File: src/rtl/stb_srq_pkg.sv
package stb_srq_pkg;
  localparam int STB_W     = 8;
  localparam int BIT_SP0   = 0;
  localparam int BIT_SP1   = 1;
  localparam int BIT_ERR   = 2;
  localparam int BIT_QUES  = 3;
  localparam int BIT_MAV   = 4;
  localparam int BIT_SP2   = 5;
  localparam int BIT_SUM   = 6;
  localparam int BIT_OPER  = 7;
  localparam logic [STB_W-1:0] SUM_MASK = STB_W'(1) << BIT_SUM;

  // master summary: any non-summary bit set together with its enable
  function automatic logic summary_of(input logic [STB_W-1:0] core,
                                      input logic [STB_W-1:0] mask);
    return |(core & mask & ~SUM_MASK);
  endfunction

  // bits that went 0 -> 1 since the previous cycle
  function automatic logic [STB_W-1:0] rising(input logic [STB_W-1:0] now_v,
                                              input logic [STB_W-1:0] prev_v);
    return now_v & ~prev_v;
  endfunction
endpackage

File: src/rtl/stb_assemble.sv
module stb_assemble
  import stb_srq_pkg::*;
#(
  parameter int QUES_W = 16
) (
  input  logic              err_nonempty,
  input  logic              msg_avail,
  input  logic [QUES_W-1:0] ques_event,
  input  logic [QUES_W-1:0] ques_enable,
  input  logic              oper_summary,
  input  logic [2:0]        spare_cond,
  input  logic [STB_W-1:0]  mask_eff,
  output logic [STB_W-1:0]  core_bits,
  output logic [STB_W-1:0]  status_byte
);
  logic ques_sum;
  assign ques_sum = |(ques_event & ques_enable);

  always_comb begin
    core_bits           = '0;
    core_bits[BIT_SP0]  = spare_cond[0];
    core_bits[BIT_SP1]  = spare_cond[1];
    core_bits[BIT_ERR]  = err_nonempty;
    core_bits[BIT_QUES] = ques_sum;
    core_bits[BIT_MAV]  = msg_avail;
    core_bits[BIT_SP2]  = spare_cond[2];
    core_bits[BIT_OPER] = oper_summary;
    status_byte          = core_bits;
    status_byte[BIT_SUM] = summary_of(core_bits, mask_eff);
  end
endmodule

File: src/rtl/stb_rise_detect.sv
module stb_rise_detect
  import stb_srq_pkg::*;
(
  input  logic             clk,
  input  logic             rst_n,
  input  logic [STB_W-1:0] core_bits,
  input  logic [STB_W-1:0] mask_eff,
  input  logic             err_added,
  input  logic             srq_clear,
  output logic             rise_hit,
  output logic             err_hit,
  output logic             srq_pulse,
  output logic             srq_level
);
  logic [STB_W-1:0] prev_q;
  logic             fire;

  assign rise_hit = |(rising(core_bits, prev_q) & mask_eff);
  assign err_hit  = err_added & mask_eff[BIT_ERR];
  assign fire     = rise_hit | err_hit;

  always_ff @(posedge clk or negedge rst_n) begin
    if (!rst_n) begin
      prev_q    <= '0;
      srq_pulse <= 1'b0;
      srq_level <= 1'b0;
    end else begin
      prev_q    <= core_bits;
      srq_pulse <= fire;
      if (fire)           srq_level <= 1'b1;
      else if (srq_clear) srq_level <= 1'b0;
    end
  end

  assert_rise_fires_R5: assert property (@(posedge clk) disable iff (!rst_n)
    rise_hit |=> srq_pulse);
  assert_err_refire_R7: assert property (@(posedge clk) disable iff (!rst_n)
    err_hit |=> srq_pulse);
  assert_pulse_sets_level_R8: assert property (@(posedge clk) disable iff (!rst_n)
    srq_pulse |-> srq_level);
  assert_level_holds_R8: assert property (@(posedge clk) disable iff (!rst_n)
    (srq_level && !srq_clear) |=> srq_level);
endmodule

File: src/rtl/stb_host_regs.sv
module stb_host_regs
  import stb_srq_pkg::*;
(
  input  logic             clk,
  input  logic             rst_n,
  input  logic             host_wr,
  input  logic             host_rd,
  input  logic             host_addr,
  input  logic [STB_W-1:0] host_wdata,
  input  logic [STB_W-1:0] status_byte,
  output logic [STB_W-1:0] mask_eff,
  output logic [STB_W-1:0] host_rdata,
  output logic             status_read
);
  logic [STB_W-1:0] mask_q;

  always_ff @(posedge clk or negedge rst_n) begin
    if (!rst_n)                       mask_q <= '0;
    else if (host_wr && !host_addr)   mask_q <= host_wdata & ~SUM_MASK;
  end

  assign mask_eff    = mask_q;
  assign host_rdata  = host_addr ? status_byte : mask_q;
  assign status_read = host_rd & host_addr;

  assert_mask_bit6_clear_R4: assert property (@(posedge clk) disable iff (!rst_n)
    !host_addr |-> !host_rdata[BIT_SUM]);
  assert_mask_write_R10: assert property (@(posedge clk) disable iff (!rst_n)
    (host_wr && !host_addr) |=> (mask_eff == ($past(host_wdata) & ~SUM_MASK)));
endmodule

File: src/rtl/stb_srq_gen.sv
module stb_srq_gen
  import stb_srq_pkg::*;
#(
  parameter int QUES_W = 16
) (
  input  logic              clk,
  input  logic              rst_n,
  input  logic              err_nonempty,
  input  logic              err_added,
  input  logic              msg_avail,
  input  logic [QUES_W-1:0] ques_event,
  input  logic [QUES_W-1:0] ques_enable,
  input  logic              oper_summary,
  input  logic [2:0]        spare_cond,
  input  logic              host_wr,
  input  logic              host_rd,
  input  logic              host_addr,
  input  logic [7:0]        host_wdata,
  output logic [7:0]        host_rdata,
  output logic [7:0]        status_byte,
  output logic              srq_pulse,
  output logic              srq_level
);
  logic [STB_W-1:0] mask_eff;
  logic [STB_W-1:0] core_bits;
  logic             status_read;
  logic             rise_hit;
  logic             err_hit;

  stb_assemble #(.QUES_W(QUES_W)) u_asm (
    .err_nonempty(err_nonempty), .msg_avail(msg_avail),
    .ques_event(ques_event), .ques_enable(ques_enable),
    .oper_summary(oper_summary), .spare_cond(spare_cond),
    .mask_eff(mask_eff), .core_bits(core_bits), .status_byte(status_byte)
  );

  stb_host_regs u_regs (
    .clk(clk), .rst_n(rst_n), .host_wr(host_wr), .host_rd(host_rd),
    .host_addr(host_addr), .host_wdata(host_wdata), .status_byte(status_byte),
    .mask_eff(mask_eff), .host_rdata(host_rdata), .status_read(status_read)
  );

  stb_rise_detect u_rise (
    .clk(clk), .rst_n(rst_n), .core_bits(core_bits), .mask_eff(mask_eff),
    .err_added(err_added), .srq_clear(status_read),
    .rise_hit(rise_hit), .err_hit(err_hit),
    .srq_pulse(srq_pulse), .srq_level(srq_level)
  );

  assert_summary_needs_enable_R3: assert property (@(posedge clk) disable iff (!rst_n)
    status_byte[BIT_SUM] |-> (mask_eff != '0));
endmodule

File: config.mk
export PLATFORM = sky130hd
export DESIGN_NAME = stb_srq_gen
export DESIGN_NICKNAME = d
export VERILOG_FILES = /design/src/rtl/stb_srq_pkg.sv /design/src/rtl/stb_assemble.sv /design/src/rtl/stb_rise_detect.sv /design/src/rtl/stb_host_regs.sv /design/src/rtl/stb_srq_gen.sv
export SDC_FILE = /design/constraint.sdc
export NUM_CORES = 1
export LEC_CHECK = 0
export CAP_MARGIN = 15
export CORE_AREA = 2 2 66 52
export CTS_CLUSTER_DIAMETER = 60
export CTS_CLUSTER_SIZE = 24
export DETAILED_ROUTE_END_ITERATION = 16
export DIE_AREA = 0 0 68 54
export PLACE_DENSITY_LB_ADDON = 0.12
export REMOVE_ABC_BUFFERS = 1
export SLEW_MARGIN = 25
export SYNTH_ARGS = -nofsm -noshare
export SYNTH_HDL_FRONTEND = slang
export SYNTH_HIERARCHICAL = 1
export SYNTH_SLANG_ARGS = --single-unit
File: constraint.sdc
create_clock -name clk -period 2.5 [get_ports clk]
set_clock_uncertainty 0.1 [all_clocks]
set_input_delay 0.625 -clock clk [delete_from_list [all_inputs] [get_ports clk]]
set_output_delay 0.625 -clock clk [all_outputs]
set_load 0.01 [all_outputs]
==> results of run 1 <==
-- power breakdown --
| part | switching [uW] | internal [uW] |
|---|---|---|
| sequential | 23.2 | 302 |
| combinational | 86.2 | 157 |
| clock | 87.7 | 113 |
| total | 197 | 573 |
-- metrics by stage --
| stage | std cells | total power (uW) |
|---|---|---|
| after floorplan | 67 | 420.4 |
| after global placement | 183 | 594.6 |
| after detailed placement | 183 | 598.5 |
| after CTS | 189 | 777.5 |
| after global routing | 189 | 813.0 |
| final | 189 | 769.5 |
-- routing by layer --
| metal | share of wire | track usage |
|---|---|---|
| met1 | 0.42 | 0.1860 |
| met2 | 0.52 | 0.2751 |
| met3 | 0.050 | 0.03975 |
| met4 | 0.011 | 0.06000 |
| met5 | 0 | 0 |
-- flip-flops by register name, summed over array words and instances, names as in the netlist --
| name | count |
|---|---|
| u_rise/srq_pulse | 1 |
| u_regs/mask_eff | 7 |
| u_rise/srq_level | 1 |
| u_rise/prev_q | 8 |
-- critical path, cell delays in order --
cell	delay [ns]
buf_6	0.09
a22o_1	0.22
a221oi_2	0.20
nand4_1	0.17
a21o_1	0.22
and2_4	0.14
buf_6	0.11
-- worst paths after layout --
path | cells after the start | to | slack (ns) | from
max | 7 | host_rdata[6] | 0.0004 | ques_enable[6]
min | 2 | u_rise/srq_level | 0.47 | u_rise/srq_level
max reg2reg | 4 | u_rise/srq_level | 1.33 | u_regs/mask_eff[0]
min reg2reg | 2 | u_rise/srq_level | 0.47 | u_rise/srq_level
max in group asynchronous | 2 | u_rise/prev_q[0] | 1.52 | rst_n
min in group asynchronous | 2 | u_regs/mask_eff[5] | 0.60 | rst_n
-- final cells by class --
type	instances	area (um^2)
multi-input combinational	49	456.7
tap	40	50.05
sequential	17	425.4
timing repair buffer	78	676.9
inverter	1	3.754
fill	310	1450
clock buffer	4	45.04
-- timing repair --
item / CTS / global route
endpoints found under the setup margin: 12 / 8
setup buffers: 2 / 0
hold buffers: 0 / 0
pin swaps: 14 / 6
resized for setup: 94 / 11
==> results.py, run 1 <==
metrics = {
    "power": {
        "power_leakage_uw": 0.0007809,
        "cellPowerDensity_nw_per_um2": 464.2,
        "irDropWorstVdd_uv": 189.2,
    },
    "grt": {
        "grt_overflow": 0,
        "grt_pass1_vias": 928,
        "grt_pass1_wl_um": 4119,
        "grt_max_degree": 18,
        "antenna_found_initial": 0,
        "track_usage": 0.1571,
    },
    "job": {
        "drv_cap": 0,
    },
    "routing": {
        "drtPass1Iterations": 4,
        "drc": 0,
        "wirelength_um": 2542,
        "vias": 857,
        "viasPerCell": 4.534,
        "drt_iter0_markers": 14,
        "antenna_left": 0,
        "wl_per_cell_um": 13.45,
    },
    "sta": {
        "rsz0062_at_grt": "true",
        "period_minus_slack_ns": 2.500,
        "finalSetupViolations": 0,
        "timing.hold.ws_ns": 0.4651,
        "finalCritPeriodShare": 0.9998,
        "max_freq_ghz": 0.4001,
        "slew_viol_final": 0,
        "hold_viol_final": 0,
        "fin_ws_ns": 0.0004361,
        "setup_tns_ns": 0,
    },
    "placement": {
        "dp_hpwl_um": 2056,
        "post-place-ws_ns": -0.7163,
        "place.gp.congestion": 0.7056,
        "placed_area_um2": 1674,
        "io_buffers": 68,
    },
    "cts": {
        "cts_made_buffers": 3,
        "root_buffer": "clkbuf_8",
        "path_clk_slew_ns": 0.06,
        "clk_path_buf_depth": 2,
        "insertion_delay_ns": 0.25,
        "cts_tree": "done",
        "clkSinkCount": 17,
        "cts_htree_levels": 1,
    },
    "synth": {
        "syn-mean-instance-area_um2": 11.97,
        "mappedNetlistArea_um2": 1017,
        "ys_warn_count": 6,
        "syn_inst": 85,
    },
    "final_layout": {
        "n_antenna_cell": 0,
        "utilization": 0.5334,
        "stdcell_area_um2": 1658,
        "syn_to_final_growth_pct": 62.98,
        "layout_commonest_cell": "dlygate4sd2_1",
        "fin_nets": 202,
        "mostFrequentLayoutCells": "dlygate4sd2_1, clkdlybuf4s50_1, dfrtp_1, buf_2",
        "drive_above_1_share": 0.3758,
    },
    "setup_path": {
        "crit_type": "in2out",
        "crit_path_start_kind": "primary input",
        "setup.worst_path.end_class": "output port",
        "worst_ep_arrival_time_ns": 1.77,
        "crit_path_max_fanout": 3,
        "worstPathRequired_ns": 1.77,
    },
    "die": {
        "core_area_um2": 3108,
        "die_w_um": 68,
        "placementRows": 18,
        "die_h_um": 54,
        "dieArea_um2": 3672,
        "initial_utilization": 0.3273,
        "io_pins": 70,
    },
    "min_path": {
        "hold_class": "reg2reg",
    },
    "run_status": {
        "status": "finished clean",
    },
}
Note: power is estimated with default switching activity, not from simulation.
==> run 2: changes to the inputs <==
--- a/config.mk
+++ b/config.mk
@@ -5,6 +5,7 @@
 export SDC_FILE = /design/constraint.sdc
 export NUM_CORES = 1
 export LEC_CHECK = 0
+export ABC_CLOCK_PERIOD_IN_PS = 2500
 export CAP_MARGIN = 15
 export CORE_AREA = 2 2 66 52
 export CTS_CLUSTER_DIAMETER = 60
==> results of run 2 <==
No change in the layout: final DEF, timing and power equal those of run 1.
==> run 3: changes to the inputs <==
--- a/config.mk
+++ b/config.mk
@@ -7,11 +7,11 @@
 export LEC_CHECK = 0
 export ABC_CLOCK_PERIOD_IN_PS = 2500
 export CAP_MARGIN = 15
-export CORE_AREA = 2 2 66 52
+export CORE_AREA = 2 2 71 56
 export CTS_CLUSTER_DIAMETER = 60
 export CTS_CLUSTER_SIZE = 24
 export DETAILED_ROUTE_END_ITERATION = 16
-export DIE_AREA = 0 0 68 54
+export DIE_AREA = 0 0 73 58
 export PLACE_DENSITY_LB_ADDON = 0.12
 export REMOVE_ABC_BUFFERS = 1
 export SLEW_MARGIN = 25
==> run 3 against run 2 <==
Against the previous run:
- the flow now finishes with violations (negative setup slack)
- clock-buffer cell count fell by 1
- total power grew 0.16%
- design area increased by 1.9%
- flip-flop and latch count did not move
- clock power about the same
- cell count up 3.2%
- sequential share of layout area shrank 0.48 points
==> results.py, run 3 (same netlist as run 1, synthesis figures left out) <==
metrics = {
    "sta": {
        "slew_viol_final": 0,
        "timing.hold.ws_ns": 0.4650,
        "period_minus_slack_ns": 2.593,
        "finalSetupViolations": 3,
        "rsz0062_at_grt": "true",
        "max_freq_ghz": 0.3857,
        "finalCritPeriodShare": 1.037,
        "hold_viol_final": 0,
        "fin_ws_ns": -0.09255,
    },
    "power": {
        "swShare": 0.2630,
        "p_sw_uw": 202.7,
        "p_comb_frac": 0.313,
        "seqPwrFrac": 0.424,
        "internal_power_uw": 568.0,
        "p_total_uw": 770.7,
        "clockPowerShare": 0.264,
        "power_leakage_uw": 0.0007910,
        "irDropWorstVdd_uv": 205.0,
        "cellPowerDensity_nw_per_um2": 456.3,
    },
    "cts": {
        "root_buffer": "clkbuf_8",
        "cts_htree_levels": 1,
        "hold_buffers": 0,
        "cts_made_buffers": 3,
        "clkSinkCount": 17,
        "cts_tree": "done",
        "path_clk_slew_ns": 0.07,
        "insertion_delay_ns": 0.25,
        "clk_path_buf_depth": 2,
    },
    "die": {
        "die_h_um": 58,
        "core_area_um2": 3542,
        "dieArea_um2": 4234,
        "io_pins": 70,
        "placementRows": 19,
        "initial_utilization": 0.2872,
        "die_w_um": 73,
    },
    "min_path": {
        "hold_depth": 2,
        "whs_endpoint": "u_rise/srq_level",
        "hold_class": "reg2reg",
        "hp-start": "u_rise/srq_level",
    },
    "routing": {
        "wl_per_cell_um": 13.33,
        "drtPass1Iterations": 4,
        "antenna_left": 0,
        "wirelength_um": 2600,
        "drc": 0,
        "viasPerCell": 4.497,
        "drt_iter0_markers": 51,
        "vias": 877,
    },
    "grt": {
        "grt_max_degree": 18,
        "antenna_found_initial": 0,
        "grt_overflow": 0,
        "track_usage": 0.1352,
        "grt_pass1_wl_um": 4395,
        "grt_pass1_vias": 971,
    },
    "run_status": {
        "status": "finished with violations",
        "violations": "negative setup slack",
    },
    "final_layout": {
        "syn_to_final_growth_pct": 66.05,
        "drive_above_1_share": 0.4052,
        "top_register": "u_rise/prev_q",
        "largest_reg_flops": 8,
        "multi_input_area_um2": 455.4,
        "n_antenna_cell": 0,
        "layout_commonest_cell": "dlygate4sd2_1",
        "num-fill-cells": 363,
        "utilization": 0.4769,
        "seqCellArea_um2": 425.4,
        "fin_nets": 206,
        "mostFrequentLayoutCells": "dlygate4sd2_1, clkdlybuf4s50_1, dfrtp_1, buf_2, buf_4",
    },
    "setup_path": {
        "rrSetupSlack_ns": 1.34,
        "setup.worst_path.end_class": "output port",
        "max_stage_delay_ns": 0.26,
        "crit_path_max_fanout": 3,
        "worst_r2r_path_depth": 4,
        "worst_ep_arrival_time_ns": 1.87,
        "crit_type": "in2out",
        "timing.rr.end": "u_rise/srq_level",
        "crit_path_start_kind": "primary input",
        "worstPathRequired_ns": 1.77,
        "cp_slowest_cell": "mux2_4",
        "crit_top_cell": "buf_6",
        "crit_chain": "buf_6, a22o_1, a221oi_2, nand4_1, buf_4, mux2_4, buf_6",
        "timing.rr.start": "u_regs/mask_eff[3]",
    },
    "placement": {
        "place.gp.congestion": 0.7263,
        "io_buffers": 68,
        "dp_hpwl_um": 2151,
    },
    "job": {
        "drv_cap": 0,
    },
}
## run 3: worst max-delay path by stage
| stage | start | endpoint | slack (ns) | cells after the start |
|---|---|---|---|---|
| floorplan | ques_event[5] | host_rdata[6] | 0.04 | 5 |
| global placement | ques_event[5] | host_rdata[6] | -0.76 | 7 |
| detailed placement | ques_event[5] | host_rdata[6] | -0.81 | 7 |
| CTS | ques_enable[6] | host_rdata[3] | -0.07 | 7 |
| global route | ques_event[6] | host_rdata[3] | -0.19 | 7 |
| finish | ques_enable[5] | host_rdata[3] | -0.09 | 7 |
## run 3: power by group through the flow
stage	registers (uW)	logic [uW]	clock network (uW)
2_1_floorplan	326	94.9	0
3_3_place_gp	329	267	0
3_5_place_dp	330	270	0
4_1_cts	327	241	211
5_1_grt	331	263	224
6_report	326	241	203
## run 3: layout make-up
class | instances | area share
Timing Repair Buffer | 82 | 0.4178
Sequential cell | 17 | 0.2519
Inverter | 1 | 0.002222
Clock inverter | 1 | 0.002963
Multi-Input combinational cell | 49 | 0.2696
Tap cell | 42 | 0.03111
Clock buffer | 3 | 0.02444
## run 3: timing repair
item | CTS | global route
gates resized for setup | 102 | 3
pin swaps | 14 | 3
endpoints found under the setup margin | 10 | 3
buffers inserted | 4 | 2
## run 3: per-stage QoR
| stage | setup TNS (ns) | setup slack (ns) | cells | area (um^2) |
|---|---|---|---|---|
| 3_3_place_gp | -4.550 | -0.7619 | 186 | 1684 |
| 5_1_grt | -0.4989 | -0.1897 | 195 | 1689 |
| 2_1_floorplan | 0 | 0.03514 | 67 | 870.8 |
| 3_5_place_dp | -4.822 | -0.8073 | 186 | 1684 |
| 4_1_cts | -0.09744 | -0.06820 | 193 | 1658 |
| 6_report | -0.2065 | -0.09255 | 195 | 1689 |
## run 3: layer usage
metal / vias to the layer above / global-route usage / routed length [um]
met2: 35 / 0.2201 / 1344
met5: - / 0 / 0
met4: 0 / 0.03175 / 14
met3: 2 / 0.05043 / 189
met1: 413 / 0.1708 / 1052
li1: 427 / - / -
## run 3: critical path, delay by kind of cell
kind            cells  cell delay, ns
compound gates      2            0.42
simple gates        1            0.18
buf+inv             3            0.39
mux                 1            0.26
